## src/rtl/rif_pkg.sv

```systemverilog
package rif_pkg;
  localparam int REG_AW = 8;
  localparam int REG_DW = 8;
  localparam logic [REG_AW-1:0] CTRL_ADDR = 8'hC6;
  localparam logic [REG_AW-1:0] STAT_ADDR = 8'hC7;
  localparam int ARM_BIT  = 5;
  localparam int SRC_BIT  = 0;
  localparam int PEND_BIT = 0;
  localparam logic [REG_DW-1:0] CTRL_MASK = REG_DW'((1 << ARM_BIT) | (1 << SRC_BIT));
endpackage

```

## src/rtl/rif_sync.sv

```systemverilog
module rif_sync #(
  parameter int   STAGES   = 2,
  parameter logic RST_VAL  = 1'b1
) (
  input  logic clk,
  input  logic rst,
  input  logic d_i,
  output logic q_o
);
  logic [STAGES-1:0] chain_q;

  generate
    for (genvar i = 0; i < STAGES; i++) begin : g_stage
      if (i == 0) begin : g_first
        always_ff @(posedge clk) begin
          if (rst) chain_q[i] <= RST_VAL;
          else     chain_q[i] <= d_i;
        end
      end else begin : g_next
        always_ff @(posedge clk) begin
          if (rst) chain_q[i] <= RST_VAL;
          else     chain_q[i] <= chain_q[i-1];
        end
      end
    end
  endgenerate

  assign q_o = chain_q[STAGES-1];
endmodule

```

## src/rtl/rif_pending.sv

```systemverilog
module rif_pending (
  input  logic clk,
  input  logic rst,
  input  logic set_i,
  input  logic clr_i,
  output logic pending_o
);
  always_ff @(posedge clk) begin
    if (rst)        pending_o <= 1'b0;
    else if (set_i) pending_o <= 1'b1;
    else if (clr_i) pending_o <= 1'b0;
  end

  // a new event wins over a simultaneous clearing read
  a_r7_set_wins: assert property (@(posedge clk) disable iff (rst)
    set_i |=> pending_o);
  // a clearing read with no new event drops the flag
  a_r6_clear_on_read: assert property (@(posedge clk) disable iff (rst)
    (clr_i && !set_i) |=> !pending_o);
  // without set or clear the flag holds, whatever the enables do
  a_r8_pending_hold: assert property (@(posedge clk) disable iff (rst)
    (!set_i && !clr_i) |=> $stable(pending_o));
endmodule

```

## src/rtl/rif_regs.sv

```systemverilog
module rif_regs #(
  parameter int AW = 8,
  parameter int DW = 8,
  parameter logic [AW-1:0] CTRL_A = 8'hC6,
  parameter logic [AW-1:0] STAT_A = 8'hC7,
  parameter logic [DW-1:0] CMASK  = 8'h21,
  parameter int ARM_B  = 5,
  parameter int SRC_B  = 0,
  parameter int PEND_B = 0
) (
  input  logic          clk,
  input  logic          rst,
  input  logic [AW-1:0] addr_i,
  input  logic          wr_i,
  input  logic          rd_i,
  input  logic [DW-1:0] wdata_i,
  input  logic          pending_i,
  output logic [DW-1:0] rdata_o,
  output logic          arm_o,
  output logic          src_en_o,
  output logic          stat_rd_o
);
  logic [DW-1:0] ctrl_q;
  logic [DW-1:0] stat_view;
  logic [DW-1:0] rd_mux;

  always_ff @(posedge clk) begin
    if (rst)                          ctrl_q <= '0;
    else if (wr_i && addr_i == CTRL_A) ctrl_q <= wdata_i & CMASK;
  end

  always_comb begin
    stat_view         = '0;
    stat_view[PEND_B] = pending_i;
  end

  always_comb begin
    rd_mux = '0;
    if (rd_i) begin
      if (addr_i == CTRL_A)      rd_mux = ctrl_q;
      else if (addr_i == STAT_A) rd_mux = stat_view;
    end
  end

  always_ff @(posedge clk) begin
    if (rst) rdata_o <= '0;
    else     rdata_o <= rd_mux;
  end

  assign arm_o     = ctrl_q[ARM_B];
  assign src_en_o  = ctrl_q[SRC_B];
  assign stat_rd_o = rd_i && (addr_i == STAT_A);

  // no strobe, no data on the next cycle
  a_r2_idle_rdata: assert property (@(posedge clk) disable iff (rst)
    !rd_i |=> (rdata_o == '0));
  // status address accepts no writes, control only masked bits
  a_r9_ctrl_masked: assert property (@(posedge clk) disable iff (rst)
    ((ctrl_q & ~CMASK) == '0));
endmodule

```

## src/rtl/remote_irq_fwd.sv

```systemverilog
module remote_irq_fwd #(
  parameter int SYNC_STAGES = 2
) (
  input  logic                      clk,
  input  logic                      rst,
  input  logic [rif_pkg::REG_AW-1:0] reg_addr,
  input  logic                      reg_wr,
  input  logic                      reg_rd,
  input  logic [rif_pkg::REG_DW-1:0] reg_wdata,
  output logic [rif_pkg::REG_DW-1:0] reg_rdata,
  input  logic                      remote_irq_n,
  output logic                      irq_n
);
  import rif_pkg::*;

  logic rem_sync;
  logic rem_prev_q;
  logic arm, src_en, armed;
  logic stat_rd;
  logic pending;
  logic fall_evt;

  rif_sync #(.STAGES(SYNC_STAGES), .RST_VAL(1'b1)) u_sync (
    .clk (clk),
    .rst (rst),
    .d_i (remote_irq_n),
    .q_o (rem_sync)
  );

  always_ff @(posedge clk) begin
    if (rst) rem_prev_q <= 1'b1;
    else     rem_prev_q <= rem_sync;
  end

  assign armed    = arm && src_en;
  assign fall_evt = rem_prev_q && !rem_sync && armed;

  rif_regs #(
    .AW(REG_AW), .DW(REG_DW), .CTRL_A(CTRL_ADDR), .STAT_A(STAT_ADDR),
    .CMASK(CTRL_MASK), .ARM_B(ARM_BIT), .SRC_B(SRC_BIT), .PEND_B(PEND_BIT)
  ) u_regs (
    .clk       (clk),
    .rst       (rst),
    .addr_i    (reg_addr),
    .wr_i      (reg_wr),
    .rd_i      (reg_rd),
    .wdata_i   (reg_wdata),
    .pending_i (pending),
    .rdata_o   (reg_rdata),
    .arm_o     (arm),
    .src_en_o  (src_en),
    .stat_rd_o (stat_rd)
  );

  rif_pending u_pend (
    .clk       (clk),
    .rst       (rst),
    .set_i     (fall_evt),
    .clr_i     (stat_rd),
    .pending_o (pending)
  );

  always_ff @(posedge clk) begin
    if (rst) irq_n <= 1'b1;
    else     irq_n <= !(pending && armed);
  end

  // a disarmed cycle releases the pin on the next edge
  a_r5_mask_release: assert property (@(posedge clk) disable iff (rst)
    !armed |=> irq_n);
  // the pin only falls when a flag was latched
  a_r5_fall_needs_pending: assert property (@(posedge clk) disable iff (rst)
    $fell(irq_n) |-> $past(pending));
  // the flag only rises while fully armed
  a_r4_set_needs_arm: assert property (@(posedge clk) disable iff (rst)
    $rose(pending) |-> $past(armed));
endmodule

```

## config.mk

```make
export PLATFORM = sky130hd
export DESIGN_NAME = remote_irq_fwd
export DESIGN_NICKNAME = d
export VERILOG_FILES = /design/src/rtl/rif_pkg.sv /design/src/rtl/rif_sync.sv /design/src/rtl/rif_pending.sv /design/src/rtl/rif_regs.sv /design/src/rtl/remote_irq_fwd.sv
export SDC_FILE = /design/constraint.sdc
export NUM_CORES = 1
export LEC_CHECK = 0
export BUFFER_PORTS_ARGS = -buffer_cell sky130_fd_sc_hd__buf_2
export CORE_AREA = 8 8 45 47
export DETAILED_ROUTE_END_ITERATION = 12
export DIE_AREA = 0 0 53 55
export PLACE_DENSITY = 0.68
export SYNTH_ARGS = -nofsm -noshare
export SYNTH_HDL_FRONTEND = slang
export SYNTH_HIERARCHICAL = 1
export SYNTH_SLANG_ARGS = --single-unit
export TNS_END_PERCENT = 20
```

## constraint.sdc

```tcl
create_clock -name clk -period 1.2 [get_ports clk]
set_clock_uncertainty 0.2 [all_clocks]
set_input_delay 0.24 -clock clk [delete_from_list [all_inputs] [get_ports clk]]
set_output_delay 0.24 -clock clk [all_outputs]
set_load 0.02 [all_outputs]
```

==> results_dict.tcl <==
set metrics [dict create \
    cts.sinks 9 \
    grt_first_pass_wirelength_mm 1.55 \
    critPathKind "primary input to flop" \
    drv_cap 0 \
    reg2reg_depth 3 \
    worstSetupStartpoint "remote_irq_n" \
    rsz0062_at_grt "no" \
    p_leak_nw 0.243 \
    root_buffer "clkbuf_4" \
    crit_fanout 1 \
    die_y_um 55 \
    critPathCaptureType "flop" \
    gp_congestion 0.676 \
    status "completed" \
    design.die.area_um2 2920 \
    htreeDepth 1 \
    cp.arrival_ns 1.10 \
    cts_buffer_depth 2 \
    antenna_found_initial 0 \
    netlist_instances 43 \
    netlist.area_leader.share 0.421 \
    fp.dieW_um 53 \
    ys_seq_elements 9 \
    ff2ff_setup_slack_ns 0.25 \
    synth_warnings 6 \
    first_global_vias 384 \
    ys_seq_area_frac 0.421 \
    drive_above_1_share 0.379 \
    yosysTopAreaCell "dfxtp_1" \
    timing.final.crit_period_ns 1.15 \
    syn_avg_cell_area_um2 9.95 \
    placement_rows 14 \
    hold_class "primary input to flop" \
    drtIter0Drc 7 \
    total_power_mw 0.601 \
    firstDrtPassIters 4 \
    placedInstanceArea_um2 522 \
    nNetsFinal 88 \
    hold_viol_final 0 \
    grt_max_degree 10 \
    cts_buffers 3 \
    grt_overflow 0 \
    portBuffers 17 \
    crit_end "u_sync/chain_q[0]$_SDFF_PP1_" \
    drc_errors 0 \
    gr-usage-all-layers 0.0722 \
    final_cell_mix "buf_2 (16), dfxtp_1 (9), conb_1 (6)" \
    initial_core_util 0.309 \
    cts_tree "done" \
    setup_tns_ns 0 \
    dp_slack_ns -0.156 \
    ff_latch_area_um2 180 \
    hold_ws_ns 0.0360 \
    dpl.hpwl_um 750 \
    cp-start-kind "primary input" \
    yosys-top-cells-area "dfxtp_1 (42%), buf_4 (11%), nand4bb_1 (5.3%)" \
    power_density_nw_per_um2 1070 \
    setup_viol 0 \
    netlist_area_um2 428 \
    cp_data_required_time_ns 1.15 \
    insertion_delay_ns 0.26 \
    synth.distinct_cells 21 \
    areaGrowthSynthToFinish_pct 31.0 \
    final_common_cell "buf_2" \
    r2r_start "u_regs/ctrl_q[5]$_SDFFE_PP0P_" \
    fill_cells 147 \
    routed_wl_um 913 \
    fin_ws_ns 0.0451 \
    vias 374 \
    rr_endpoint "u_pend/pending_o$_SDFFE_PP0P_" \
    multi_input_area_um2 210 \
    fin_area_um2 561 \
    fmax_mhz 866 \
    boundaryPins 30 \
    ir_drop_mv 0.621 \
    antenna_left 0 \
    coreArea_um2 1380 \
    cts.reportedPaths.clkPinSlew_ns 0.06 \
    slew_violations 0 \
    wl_per_cell_um 11.1 \
    min_period_over_period 0.962 \
    antennaDiodeCount 0 \
    avgViaCountPerCell 4.56 \
]
## kinds of logic (layout without fill, tap and decap cells)
family | count (synthesis) | count (layout) | synth area share
simple gates | 18 | 18 | 0.336
buf+inv | 9 | 27 | 0.132
other cells | 1 | 6 | 0.00876
flops | 9 | 9 | 0.421
mux | 1 | 1 | 0.0234
compound gates | 5 | 5 | 0.0789
## critical path, cell delays in order
cell,delay [ns]
dlygate4sd3_1,0.53
buf_2,0.12
or2_1,0.21
## layer usage
metal | vias up | GRT usage | wire, µm
met5 | - | 0 | 0
met4 | 0 | 0.0129 | 0
met3 | 0 | 0.0615 | 119
met2 | 19 | 0.119 | 468
met1 | 167 | 0.0687 | 325
li1 | 188 | - | -
## worst min path at each step
stage,cells after the start,slack (ns),endpoint,startpoint
after floorplan,1,0.10,u_pend/pending_o$_SDFFE_PP0P_,rst
after global placement,1,0.19,u_sync/q_o$_SDFF_PP1_,u_sync/chain_q[0]$_SDFF_PP1_
after detailed placement,1,0.20,u_sync/q_o$_SDFF_PP1_,u_sync/chain_q[0]$_SDFF_PP1_
after CTS,3,0.03,u_regs/ctrl_q[5]$_SDFFE_PP0P_,reg_wdata[5]
after global routing,3,0.04,u_regs/rdata_o[5]$_SDFF_PP0_,reg_rd
final,3,0.04,u_regs/ctrl_q[5]$_SDFFE_PP0P_,reg_wdata[5]
## power breakdown
part,switching [mW],leakage [nW],internal (mW)
Combinational,0.0390,0.155,0.0316
Clock,0.0993,0.0150,0.128
Sequential,0.000930,0.0731,0.303
Total,0.139,0.243,0.462
## registers in the layout, indices dropped and copies added, names as in the netlist
register / cells
u_regs/ctrl_q: 2
u_regs/rdata_o: 2
irq_n: 1
rem_prev_q: 1
u_pend/pending_o: 1
u_sync/chain_q: 1
u_sync/q_o: 1
## synth_stat cells
cell type,n
a21oi_2,1
conb_1,1
nor2b_1,1
nor4b_2,1
nand4_1,3
inv_1,3
o31ai_1,2
nand2b_1,1
nand4bb_1,2
and4bb_1,1
nand2_1,1
nor3_1,1
mux2i_1,1
nor2_1,1
a21oi_1,2
or2_1,3
buf_4,6
and4bb_2,1
dfxtp_1,9
nand4b_1,1
and4b_1,1
## layout make-up
| type | instances | share of cell area |
|---|---|---|
| multi-input combinational | 30 | 0.375 |
| timing repair buffer | 20 | 0.201 |
| tap | 16 | 0.0357 |
| inverter | 3 | 0.0201 |
| clock buffer | 4 | 0.0469 |
| sequential | 9 | 0.321 |
## metrics by stage
step	instances	util
6_report	82	0.405
3_3_place_gp	77	0.377
4_1_cts	82	0.403
5_1_grt	82	0.405
3_5_place_dp	77	0.377
2_1_floorplan	48	-
## repair_timing
| item | 4_1_cts | 5_1_grt |
|---|---|---|
| gates resized for setup | 0 | 1 |
| setup buffers | 0 | 0 |
| setup endpoints to repair | 0 | 1 |
| hold endpoints to repair | 1 | 0 |
| hold buffers | 1 | 0 |
Power figures use the tool's default switching activity.
